--- src/rtl/brtrace_pkg.sv ---
`timescale 1ns/1ps
package brtrace_pkg;
  typedef enum logic [1:0] {
    CLS_NORMAL = 2'd0,
    CLS_SUBR   = 2'd1,
    CLS_EXCP   = 2'd2,
    CLS_NONE   = 2'd3
  } br_cls_e;
endpackage

--- src/rtl/brtrace_filter.sv ---
`timescale 1ns/1ps
module brtrace_filter
  import brtrace_pkg::*;
#(
  parameter int AW = 32
) (
  input  logic          br_valid,
  input  logic [1:0]    br_class,
  input  logic [AW-1:0] br_src,
  input  logic [AW-1:0] br_next_pc,
  input  logic          br_zero_disp,
  input  logic          br_from_reset,
  input  logic          br_completion,
  input  logic          en_normal,
  input  logic          en_subr,
  input  logic          en_excp,
  output logic          keep,
  output logic [AW-1:0] src_sel
);
  logic cls_on;

  always_comb begin
    unique case (br_cls_e'(br_class))
      CLS_NORMAL: cls_on = en_normal;
      CLS_SUBR:   cls_on = en_subr;
      CLS_EXCP:   cls_on = en_excp;
      default:    cls_on = 1'b0;
    endcase
  end

  assign keep = br_valid & cls_on & ~br_zero_disp & ~br_from_reset;

  // completion-type exceptions report the following instruction
  assign src_sel = (br_class == CLS_EXCP && br_completion) ? br_next_pc : br_src;
endmodule

--- src/rtl/brtrace_ctrl.sv ---
`timescale 1ns/1ps
module brtrace_ctrl #(
  parameter int DEPTH = 8,
  parameter int FILLS = 4,
  localparam int PW = $clog2(DEPTH),
  localparam int CW = $clog2(DEPTH + 1),
  localparam int FW = $clog2(FILLS + 1)
) (
  input  logic          clk,
  input  logic          rst,
  input  logic          keep,
  input  logic          cont_mode,
  input  logic          drain_ack,
  output logic          wr_en,
  output logic [PW-1:0] wptr_q,
  output logic [CW-1:0] count_q,
  output logic          drain_q,
  output logic          cap_done_q
);
  logic [FW-1:0] fills_q;
  logic          hold, last_slot, ack_ok;

  assign hold      = cont_mode & (drain_q | cap_done_q);
  assign wr_en     = keep & ~hold;
  assign last_slot = (count_q == CW'(DEPTH - 1));
  assign ack_ok    = cont_mode & drain_q & drain_ack;

  always_ff @(posedge clk) begin
    if (rst) begin
      wptr_q     <= '0;
      count_q    <= '0;
      drain_q    <= 1'b0;
      cap_done_q <= 1'b0;
      fills_q    <= '0;
    end else begin
      if (wr_en)
        wptr_q <= (wptr_q == PW'(DEPTH - 1)) ? '0 : wptr_q + 1'b1;
      if (ack_ok)
        count_q <= '0;
      else if (wr_en && count_q != CW'(DEPTH))
        count_q <= count_q + 1'b1;
      if (ack_ok)
        drain_q <= 1'b0;
      else if (cont_mode && wr_en && last_slot)
        drain_q <= 1'b1;
      if (cont_mode && wr_en && last_slot)
        fills_q <= fills_q + 1'b1;
      if (ack_ok && fills_q == FW'(FILLS))
        cap_done_q <= 1'b1;
    end
  end


  count_range_chk: assert property (@(posedge clk) disable iff (rst)
    count_q <= CW'(DEPTH));

  drain_full_chk: assert property (@(posedge clk) disable iff (rst)
    $rose(drain_q) |-> count_q == CW'(DEPTH));

  hold_stable_chk: assert property (@(posedge clk) disable iff (rst)
    (drain_q && !drain_ack) |=> ($stable(count_q) && $stable(wptr_q)));

  ack_clear_chk: assert property (@(posedge clk) disable iff (rst)
    (drain_q && drain_ack && cont_mode) |=> (!drain_q && count_q == '0));

  done_sticky_chk: assert property (@(posedge clk) disable iff (rst)
    cap_done_q |=> cap_done_q);

  done_quiet_chk: assert property (@(posedge clk) disable iff (rst)
    cap_done_q |-> !drain_q);
endmodule

--- src/rtl/brtrace_mem.sv ---
`timescale 1ns/1ps
module brtrace_mem #(
  parameter int DEPTH = 8,
  parameter int DW    = 66,
  localparam int PW = $clog2(DEPTH)
) (
  input  logic          clk,
  input  logic          we,
  input  logic [PW-1:0] waddr,
  input  logic [DW-1:0] wdata,
  input  logic [PW-1:0] raddr,
  output logic [DW-1:0] rdata
);
  logic [DW-1:0] ram [DEPTH];

  always_ff @(posedge clk) begin
    if (we)
      ram[waddr] <= wdata;
    rdata <= ram[raddr];
  end
endmodule

--- src/rtl/brtrace_buf.sv ---
`timescale 1ns/1ps
module brtrace_buf #(
  parameter int AW    = 32,
  parameter int DEPTH = 8,
  parameter int FILLS = 4,
  localparam int PW = $clog2(DEPTH),
  localparam int CW = $clog2(DEPTH + 1),
  localparam int DW = 2 + 2 * AW
) (
  input  logic          clk,
  input  logic          rst,
  input  logic          br_valid,
  input  logic [1:0]    br_class,
  input  logic [AW-1:0] br_src,
  input  logic [AW-1:0] br_dst,
  input  logic [AW-1:0] br_next_pc,
  input  logic          br_zero_disp,
  input  logic          br_from_reset,
  input  logic          br_completion,
  input  logic          en_normal,
  input  logic          en_subr,
  input  logic          en_excp,
  input  logic          cont_mode,
  input  logic          drain_ack,
  input  logic [PW-1:0] rd_idx,
  output logic [AW-1:0] rd_src,
  output logic [AW-1:0] rd_dst,
  output logic [1:0]    rd_class,
  output logic [CW-1:0] fill_cnt,
  output logic          drain_req,
  output logic          cap_done
);
  logic          keep, wr_en;
  logic [AW-1:0] src_sel;
  logic [PW-1:0] wptr, raddr;
  logic [DW-1:0] rdata;

  brtrace_filter #(.AW(AW)) u_filter (
    .br_valid(br_valid), .br_class(br_class), .br_src(br_src),
    .br_next_pc(br_next_pc), .br_zero_disp(br_zero_disp),
    .br_from_reset(br_from_reset), .br_completion(br_completion),
    .en_normal(en_normal), .en_subr(en_subr), .en_excp(en_excp),
    .keep(keep), .src_sel(src_sel)
  );

  brtrace_ctrl #(.DEPTH(DEPTH), .FILLS(FILLS)) u_ctrl (
    .clk(clk), .rst(rst), .keep(keep), .cont_mode(cont_mode),
    .drain_ack(drain_ack), .wr_en(wr_en), .wptr_q(wptr),
    .count_q(fill_cnt), .drain_q(drain_req), .cap_done_q(cap_done)
  );

  // oldest entry sits count places behind the write pointer
  assign raddr = wptr - fill_cnt[PW-1:0] + rd_idx;

  brtrace_mem #(.DEPTH(DEPTH), .DW(DW)) u_mem (
    .clk(clk), .we(wr_en), .waddr(wptr),
    .wdata({br_class, src_sel, br_dst}),
    .raddr(raddr), .rdata(rdata)
  );

  assign {rd_class, rd_src, rd_dst} = rdata;
endmodule

--- config.mk ---
export PLATFORM = sky130hd
export DESIGN_NAME = brtrace_buf
export DESIGN_NICKNAME = d
export VERILOG_FILES = /design/src/rtl/brtrace_pkg.sv /design/src/rtl/brtrace_filter.sv /design/src/rtl/brtrace_ctrl.sv /design/src/rtl/brtrace_mem.sv /design/src/rtl/brtrace_buf.sv
export SDC_FILE = /design/constraint.sdc
export NUM_CORES = 1
export LEC_CHECK = 0
export ABC_AREA = 0
export BUFFER_PORTS_ARGS = -buffer_cell sky130_fd_sc_hd__buf_2
export CAP_MARGIN = 20
export CORE_MARGIN = 10
export CORE_UTILIZATION = 32
export CTS_BUF_LIST = sky130_fd_sc_hd__clkbuf_4 sky130_fd_sc_hd__clkbuf_8
export DETAILED_ROUTE_END_ITERATION = 7
export PLACE_DENSITY = 0.45
export SLEW_MARGIN = 0
export SYNTH_ARGS = -nofsm -noshare
export SYNTH_HDL_FRONTEND = slang
export SYNTH_SLANG_ARGS = --single-unit
export TNS_END_PERCENT = 1
--- constraint.sdc ---
create_clock -name clk -period 13.3 [get_ports clk]
set_clock_uncertainty 0.05 [all_clocks]
set_input_delay 2.66 -clock clk [delete_from_list [all_inputs] [get_ports clk]]
set_output_delay 2.66 -clock clk [all_outputs]
set_load 0.02 [all_outputs]
==> results by group, run 1 <==
Logic synthesis
  • Main flop type after synthesis: edfxtp_1
  • Ys Warns: 0
  • Post-synth top area cell: edfxtp_1
  • Synth area leaders: edfxtp_1, mux4_2, dfxtp_1
  • Mapped cell area: 0.0224 mm^2
  • Yosys top cell area share: 70.7%
  • Seq/Total Area, Yosys: 77.6%
  • Syn_area_per_cell: 23.2 um^2
  • FFs w/ async S/R, synth: 0%
  • Synth Instances: 967
  • Synth Net Count: 1,089
  • EDFF count, synth: 528
  • Synth cell types: 36
  • Yosys reg bits: 606

GRT
  • Gr ovfl total: 0
  • Pin count of the biggest net entering global routing: 101
  • First-pass GRT wire length: 75,700 um
  • Vias in the first global route: 11,600
  • Initial antenna violation count: 9
  • Gr usage total: 12.6%

Route
  • Drt wl/cell: 22.5 um
  • Vias per inst: 4.56
  • Antenna Nets Post-Route: 0
  • Iteration-0 DRC Markers: 578
  • Pre-antenna DRT Iters: 5
  • Remaining DRCs: 0
  • DRT Wirelength: 51,000 um
  • Vias: 10,300

Setup path
  • Crit path max fanout: 58
  • CP max-delay cell: fa_4
  • CP Class: in2reg
  • Most used cell, CP: buf_4
  • CP endpoint kind: flop
  • Cell Chain, Critical Path: buf_2, inv_1, fa_1, fa_4, buf_4, buf_4, mux4_2, mux2_2
  • CP startpoint kind: input pin
  • CP max stage delay: 1.16 ns
  • Worst Path Required: 13.80 ns
  • WP data arrival: 6.73 ns

STA
  • Slew @ Worst Pin: 1.02 ns
  • Final setup violation count: 0
  • RSZ-0062 raised after global routing: no
  • Final Max Slew Viols: 0
  • Final hold violations: 0
  • Post-route setup TNS: 0 ns
  • Worst relative slew slack: 31.9%
  • Fin crit share: 46.8%
  • Max Clk Rate: 0.161 GHz
  • Clock period minus worst slack: 6.22 ns

Power and ir drop
  • Lkg Pwr: 9.03 nW
  • Worst-case vdd ir drop: 60.2 uV
  • PwrDens: 159 mW/mm^2
  • Pwr Total: 4.24 mW

Clocking
  • Num CTS Buffers: 103
  • H-tree depth: 3
  • CTS tree: done
  • Clk sink count: 606
  • PostCTS Resize Cnt: 0
  • Worst-path clk slew: 0.06 ns
  • # hold bufs at CTS: 0
  • Root Buffer: clkbuf_8
  • Clock latency at the later pin of the worst-skew pair: 0.68 ns
  • Max Root-Sink Buffers: 3
  • Post-CTS setup repair buffer count: 0

Layout
  • FILL cells: 6,302
  • Layout cells sized above 1: 46.8%
  • Multi-input logic area: 0.00485 mm^2
  • Nets: 1,357
  • Most frequent cells in the layout: edfxtp_1, buf_2, mux4_2
  • Most common cell after layout, fill and taps aside: edfxtp_1
  • FF/Latch Area: 0.0174 mm^2
  • Area Growth Syn to Fin: 19.1%

Hold path
  • Hold WC Path Type: reg2reg

Run status
  • Status: finished clean

Floorplan
  • Number of I/O pins: 184
  • Chip Width: 285 um
  • Initial Util: 32.2%
  • Die height: 285 um
  • Core Region: 0.0698 mm^2
  • FP Rows: 97
  • Die area: 0.0811 mm^2

Placed design
  • Port bufs: 183
  • Gpl congestion: 0.704
  • HPWL Detailed: 27,300 um

Flow run
  • Max-cap violations: 0
cell usage after synthesis (2+ instances only):
library cell / n
o21ai_0: 6
o21a_1: 2
mux2i_1: 4
dfxtp_1: 78
buf_6: 4
nor2_1: 7
a21oi_1: 6
inv_1: 10
mux2_4: 40
buf_2: 17
nor3_1: 4
edfxtp_1: 528
xnor2_1: 3
ha_1: 8
and3_1: 2
nand4_1: 3
nand3b_1: 3
or4_1: 3
mux2_2: 58
nand3_1: 5
fa_1: 2
o31ai_1: 2
mux4_2: 132
nand2_1: 9
clkbuf_1: 20
routing by layer:
metal / share of wire, % / up-vias / global-route usage (%)
met4: 2.1 / 10 / 4.62
met2: 50 / 263 / 20.9
met1: 43 / 5381 / 15.7
li1: - / 4579 / -
met5: 0.13 / - / 0
met3: 5.4 / 88 / 3.13
per-stage QoR:
step	setup slack, ns	instances	hold slack, ns	cell area (um^2)	utilization (%)
floorplan	3.01	967	0.402	22400	-
finish	7.08	2265	0.438	26700	38.3
global route	6.92	2265	0.470	26700	38.3
global placement	6.30	2070	0.426	24600	35.2
detailed placement	6.28	2070	0.432	24600	35.2
CTS	7.04	2262	0.442	26700	38.3
state kept, by name, indices dropped and copies added, names as in the netlist:
name	cells
u_mem.ram	528
u_ctrl.wptr_q	3
u_ctrl.cap_done_q	1
u_ctrl.drain_q	1
u_ctrl.fills_q	3
u_mem.rdata	66
u_ctrl.count_q	4
cell families after synthesis:
group                      synth area share (%)
DFF                                        77.6
xor gates and xnor gates                  0.156
muxes                                      19.0
and+or+nand+nor                           0.948
buffers and inverters                      1.13
adders and majority gates                 0.624
AOI/OAI and AO/OA                         0.519
critical path, delay by kind of cell:
family / cells / cell delay, ns
muxes: 2 / 0.68
buffers and inverters: 4 / 1.60
adders and majority gates: 2 / 1.66
cell type report:
type	count	share of cell area (%)
flip-flops and latches	606	65.2
multi-input cells	308	18.1
clock buffers	157	7.15
well taps	940	4.40
repair buffers	206	4.12
clock inverters	35	0.885
inverters	10	0.140
diodes	3	0.0281
final timing paths:
check             cells after the start  slack, ns         startpoint                end
setup reg to reg                     10       8.48   u_ctrl.wptr_q[0]     u_mem.rdata[9]
hold reg to reg                       2       0.44  u_ctrl.fills_q[2]  u_ctrl.fills_q[2]
setup / recovery                      8       7.08          rd_idx[1]     u_mem.rdata[9]
hold / removal                        2       0.44  u_ctrl.fills_q[2]  u_ctrl.fills_q[2]
power breakdown:
part	internal (mW)	total (mW)	switching, mW
clock network	0.972	1.70	0.726
registers	2.12	2.14	0.0218
logic	0.188	0.403	0.215
(Power assumes the default switching activity.)
==> run 2: changes to the inputs <==
- PLACE_DENSITY: 0.45 -> 0.47
- clock period: 13.3 -> 5.15 ns (I/O delays scaled with it)
==> results by group, run 2 (synthesis gave the netlist of run 1 again) <==
Hold path
  • Worst Hold Depth: 2 (unchanged)
  • WHS Endpoint: u_ctrl.fills_q[2]
  • Hold WC Path Type: reg2reg
  • Hold path startpoint: u_ctrl.fills_q[2]

Power and ir drop
  • Sw Share: 22.8% (+0.097 points)
  • Lkg Pwr: 9.09 nW (+0.63%)
  • Internal power: 8.46 mW (+160%)
  • Psw: 2.50 mW (+160%)
  • Pwr Total: 11.0 mW (+160%)
  • Combinational fraction of design power: 9.6% (about the same)
  • PwrDens: 408 mW/mm^2 (+160%)
  • Clock network fraction of total power: 39.9% (about the same)
  • Worst-case vdd ir drop: 166 uV (+180%)
  • Power share of the sequential group: 50.5% (about the same)

Clocking
  • Worst-path clk slew: 0.06 ns (about the same)
  • Clk sink count: 606 (unchanged)
  • PostCTS Resize Cnt: 0 (unchanged)
  • H-tree depth: 3 (unchanged)
  • Num CTS Buffers: 103 (unchanged)
  • Clock latency at the later pin of the worst-skew pair: 0.67 ns (about the same)
  • Max Root-Sink Buffers: 3 (unchanged)
  • Post-CTS setup repair buffer count: 0 (unchanged)
  • # hold bufs at CTS: 0 (unchanged)
  • CTS tree: done
  • Root Buffer: clkbuf_8

STA
  • Slew @ Worst Pin: 0.893 ns (-0.129 ns)
  • Worst relative slew slack: 40.5% (+8.6 points)
  • Final setup violation count: 0 (unchanged)
  • Final Max Slew Viols: 0 (unchanged)
  • Fin crit share: 68.1%
  • Clock period minus worst slack: 3.51 ns
  • Final hold violations: 0 (unchanged)
  • Max Clk Rate: 0.285 GHz
  • RSZ-0062 raised after global routing: no

Placed design
  • HPWL Detailed: 27,000 um (-1.2%)
  • Port bufs: 183 (unchanged)
  • Dpl cells: 2,072 (+0.097%)
  • Placed cell area: 0.0247 mm^2 (+0.61%)
  • Gpl congestion: 0.683 (-2.9%)

GRT
  • Gr usage total: 12.4% (-0.16 points)
  • First-pass GRT wire length: 75,200 um (-0.67%)
  • Vias in the first global route: 11,700 (+0.68%)
  • Pin count of the biggest net entering global routing: 72 (-29%)
  • Initial antenna violation count: 8 (-1)
  • Gr ovfl total: 0 (unchanged)

Setup path
  • Most used cell, CP: inv_1
  • WP buf/inv: 4 (unchanged)
  • CP max-delay cell: fa_4
  • CP startpoint kind: flop
  • Cell Chain, Critical Path: inv_1, ha_1, inv_1, ha_4, inv_1, fa_4, buf_12, mux4_2, mux2_4
  • Crit path max fanout: 71 (+22%)
  • Reg2reg path depth: 9 (-1)
  • R2R setup slack: 1.64 ns (-6.84 ns)
  • R2R Path Start: u_ctrl.wptr_q[0]
  • CP max stage delay: 1.02 ns (-0.14 ns)
  • CP Class: reg2reg
  • WP data arrival: 4.01 ns (-2.72 ns)
  • Crit. Startpoint: u_ctrl.wptr_q[0]
  • R2R Path End: u_mem.rdata[25]
  • CP delay by family, top: adder cells
  • CP endpoint kind: flop
  • Worst Path Required: 5.65 ns (-8.15 ns)

Floorplan
  • Die area: 0.0811 mm^2 (unchanged)
  • Initial Util: 32.2% (unchanged)
  • Chip Width: 285 um (unchanged)
  • Die height: 285 um (unchanged)
  • Number of I/O pins: 184 (unchanged)
  • Core Region: 0.0698 mm^2 (unchanged)
  • FP Rows: 97 (unchanged)

Route
  • Vias: 10,400 (+0.63%)
  • Pre-antenna DRT Iters: 4 (-1)
  • DRT Wirelength: 50,400 um (-1.3%)
  • Antenna Nets Post-Route: 0 (unchanged)
  • Iteration-0 DRC Markers: 583 (+0.87%)
  • Remaining DRCs: 0 (unchanged)
  • Vias per inst: 4.59 (+0.76%)
  • Drt wl/cell: 22.3 um (-1.1%)

Layout
  • Nets: 1,359 (+0.15%)
  • Fin util: 38.5% (+0.20 points)
  • Post-route non-filler standard cell count: 2,262 (-0.13%)
  • Most common cell after layout, fill and taps aside: edfxtp_1
  • Largest register FFs: 528 (unchanged)
  • Layout cells sized above 1: 47.3% (+0.49 points)
  • Top reg by flops: u_mem.ram
  • Most frequent cells in the layout: edfxtp_1, buf_2, mux4_2
  • Top flop regs: u_mem.ram: 528 flops, u_mem.rdata: 66 flops, u_ctrl.count_q: 4 flops
  • Design Area, Final: 0.0269 mm^2 (+0.53%)
  • Area Growth Syn to Fin: 19.8%
  • FILL cells: 6,321 (+0.30%)

Run status
  • Status: finished clean

Flow run
  • Max-cap violations: 0 (unchanged)
## run 2: changes by cell type in the layout (fill, tap and decap cells not counted), sizes merged
cell / previous run / this run
clkbuf: 157 / 162
clkinv: 28 / 23
bufinv: 3 / 1
clkinvlp: 3 / 2
buf: 206 / 208
diode: 3 / 1
## run 2: how the worst max path moves through the flow
stage | slack [ns] | cells past startpoint | endpoint
after floorplan | -1.75 | 5 | u_mem.ram[2][0]
after global placement | 1.17 | 7 | u_mem.rdata[31]
after detailed placement | 1.17 | 7 | u_mem.rdata[25]
after CTS | 1.59 | 9 | u_mem.rdata[25]
after global routing | 1.45 | 9 | u_mem.rdata[25]
final | 1.64 | 9 | u_mem.rdata[25]
## run 2: power by group through the flow
stage | Combinational (mW) | Sequential [mW] | Clock [mW]
floorplan | 0.583 | 5.75 | 0
global placement | 1.08 | 5.64 | 0
detailed placement | 1.09 | 5.64 | 0
CTS | 1.09 | 5.54 | 4.54
global route | 1.14 | 5.54 | 4.76
finish | 1.05 | 5.53 | 4.37
## run 2: routing by layer
metal	part of all wire, %	GRT usage [%]
met5	0.15	0
met4	1.9	4.46
met3	5.5	3.26
met2	47	19.2
met1	46	16.7
## run 2: worst min-delay path, stage by stage, from the launching register on
cell,delay (ns)
dfxtp_1,0.33
o31ai_1,0.06
a21oi_1,0.05
## run 2: final cells by class
cell class	count	area, um^2	share of cell area (%)
Antenna cell	1	2.50	0.00931
Clock buffer	162	1990	7.41
Clock inverter	27	153	0.568
Inverter	10	37.5	0.140
Multi-Input combinational cell	308	4860	18.1
Sequential cell	606	17400	64.8
Tap cell	940	1180	4.38
Timing Repair Buffer	208	1240	4.62
## run 2: metrics by stage
| stage | TNS (ns) | worst slack [ns] | hold WS (ns) |
|---|---|---|---|
| 2_1_floorplan | -505.24 | -1.75 | 0.402 |
| 3_3_place_gp | 0 | 1.17 | 0.418 |
| 3_5_place_dp | 0 | 1.17 | 0.431 |
| 4_1_cts | 0 | 1.59 | 0.437 |
| 5_1_grt | 0 | 1.45 | 0.488 |
| 6_report | 0 | 1.64 | 0.437 |
==> run 3: changes to the inputs <==
- PLACE_DENSITY: 0.47 -> 0.45
- clock period: 5.15 -> 3.7 ns (I/O delays scaled with it)
==> results by group, run 3 (synthesis gave the netlist of run 1 again) <==
Run status
  • Status: finished clean

Route
  • Antenna Nets Post-Route: 0 (unchanged)
  • Remaining DRCs: 0 (unchanged)
  • Iteration-0 DRC Markers: 631 (+8.2%)
  • Vias per inst: 4.57 (-0.42%)
  • DRT Wirelength: 50,600 um (+0.39%)
  • Vias: 10,400 (+0.24%)
  • Pre-antenna DRT Iters: 4 (unchanged)
  • Drt wl/cell: 22.2 um (-0.27%)

Clocking
  • Num CTS Buffers: 103 (unchanged)
  • Worst-path clk slew: 0.06 ns (about the same)
  • H-tree depth: 3 (unchanged)
  • Post-CTS setup repair buffer count: 0 (unchanged)
  • Clk sink count: 606 (unchanged)
  • Clock latency at the later pin of the worst-skew pair: 0.68 ns (about the same)
  • Root Buffer: clkbuf_8
  • PostCTS Resize Cnt: 0 (unchanged)
  • CTS tree: done
  • Max Root-Sink Buffers: 3 (unchanged)
  • # hold bufs at CTS: 0 (unchanged)

GRT
  • Vias in the first global route: 11,700 (-0.0086%)
  • Gr ovfl total: 0 (unchanged)
  • First-pass GRT wire length: 75,000 um (-0.19%)
  • Pin count of the biggest net entering global routing: 67 (-6.9%)
  • Gr usage total: 12.4% (-0.045 points)
  • Initial antenna violation count: 7 (-1)

Floorplan
  • Core Region: 0.0698 mm^2 (unchanged)
  • Chip Width: 285 um (unchanged)
  • Die height: 285 um (unchanged)
  • Initial Util: 32.2% (unchanged)
  • FP Rows: 97 (unchanged)
  • Number of I/O pins: 184 (unchanged)
  • Die area: 0.0811 mm^2 (unchanged)

Layout
  • Top reg by flops: u_mem.ram
  • Layout cells sized above 1: 47.6% (+0.29 points)
  • Design Area, Final: 0.0271 mm^2 (+0.87%)
  • Most common cell after layout, fill and taps aside: edfxtp_1
  • Top flop regs: u_mem.ram: 528 flops, u_mem.rdata: 66 flops, u_ctrl.count_q: 4 flops
  • Area Growth Syn to Fin: 20.8%
  • FILL cells: 6,322 (+0.016%)
  • Nets: 1,368 (+0.66%)
  • Largest register FFs: 528 (unchanged)
  • Post-route non-filler standard cell count: 2,277 (+0.66%)
  • Most frequent cells in the layout: edfxtp_1, buf_2, mux4_2
  • Fin util: 38.8% (+0.34 points)

STA
  • Final Max Slew Viols: 0 (unchanged)
  • Final setup violation count: 0 (unchanged)
  • Slew @ Worst Pin: 0.570 ns (-0.323 ns)
  • RSZ-0062 raised after global routing: no
  • Worst relative slew slack: 62.0% (+22 points)
  • Max Clk Rate: 0.310 GHz (+8.7%)
  • Final hold slack: 0.286 ns (-0.151 ns)
  • Clock period minus worst slack: 3.23 ns (-0.279 ns)
  • Final hold violations: 0 (unchanged)
  • Fin crit share: 87.3% (+19 points)

Flow run
  • Max-cap violations: 0 (unchanged)

Power and ir drop
  • Combinational fraction of design power: 9.9% (+0.3 points)
  • PwrDens: 563 mW/mm^2 (+38%)
  • Internal power: 11.8 mW (+39%)
  • Power share of the sequential group: 50.4% (about the same)
  • Lkg Pwr: 9.17 nW (+0.85%)
  • Worst-case vdd ir drop: 226 uV (+36%)
  • Clock network fraction of total power: 39.7% (-0.2 points)
  • Psw: 3.50 mW (+40%)
  • Sw Share: 22.9% (+0.15 points)
  • Pwr Total: 15.3 mW (+39%)

Hold path
  • Hold WC Path Type: in2reg

Setup path
  • CP max stage delay: 0.83 ns (-0.19 ns)
  • Cell Chain, Critical Path: inv_1, fa_1, fa_4, buf_12, buf_4, mux4_2, mux2_2
  • CP max-delay cell: fa_4
  • CP endpoint kind: flop
  • Crit path max fanout: 24 (-66%)
  • WP data arrival: 3.74 ns (-0.27 ns)
  • CP startpoint kind: flop
  • Worst Path Required: 4.21 ns (-1.44 ns)
  • CP Class: reg2reg

Placed design
  • Gpl congestion: 0.718 (+5.1%)
  • HPWL Detailed: 27,500 um (+2.0%)
  • Placed cell area: 0.0250 mm^2 (+0.97%)
  • Dpl cells: 2,081 (+0.43%)
  • Port bufs: 183 (unchanged)
-- run 3: final timing paths --
kind | startpoint | to | slack [ns] | cells after the start
max | u_ctrl.wptr_q[1] | u_mem.rdata[22] | 0.47 | 7
min | br_dst[24] | u_mem.ram[4][24] | 0.29 | 1
min reg2reg | u_ctrl.fills_q[2] | u_ctrl.fills_q[2] | 0.44 | 2
max reg2reg | u_ctrl.wptr_q[1] | u_mem.rdata[22] | 0.47 | 7
-- run 3: power groups by stage --
stage          combinational (mW)  clock, mW  sequential (mW)
4_1_cts                      1.57       6.30             7.70
6_report                     1.51       6.07             7.69
3_5_place_dp                 1.57          0             7.84
3_3_place_gp                 1.55          0             7.85
5_1_grt                      1.64       6.63             7.70
2_1_floorplan               0.816          0             8.00
-- run 3: metrics by stage --
step                      setup TNS (ns)  worst slack (ns)
after floorplan                  -377.53            -0.958
after global placement                 0             0.269
after detailed placement               0             0.222
after CTS                              0             0.429
after global routing                   0             0.353
final                                  0             0.470
-- run 3: worst max-delay path: cells and delay by family (launching register included) --
kind / cells / cell delay, ns
adder cells (fa/ha/maj): 2 / 1.31
buffers and inverters: 3 / 0.60
multiplexers: 2 / 0.58
flip-flops: 1 / 0.55
-- run 3: layer usage --
layer / wire length [um] / track usage [%] / vias to the layer above / part of all wire (%)
met2: 24400 / 19.8 / 238 / 48
met1: 22100 / 15.9 / 5480 / 44
met5: 88 / 0 / - / 0.17
met4: 973 / 4.51 / 12 / 1.9
met3: 3020 / 3.49 / 76 / 6.0
li1: - / - / 4605 / -
-- run 3: area by class of cell --
| type | instances | area [um^2] | share of cell area, % |
|---|---|---|---|
| antenna | 3 | 7.51 | 0.0277 |
| clock buffer | 150 | 1860 | 6.85 |
| clock inverter | 43 | 277 | 1.02 |
| inverter | 10 | 37.5 | 0.138 |
| multi-input combinational | 308 | 4910 | 18.1 |
| sequential | 606 | 17400 | 64.2 |
| tap | 940 | 1180 | 4.34 |
| timing repair buffer | 217 | 1420 | 5.24 |
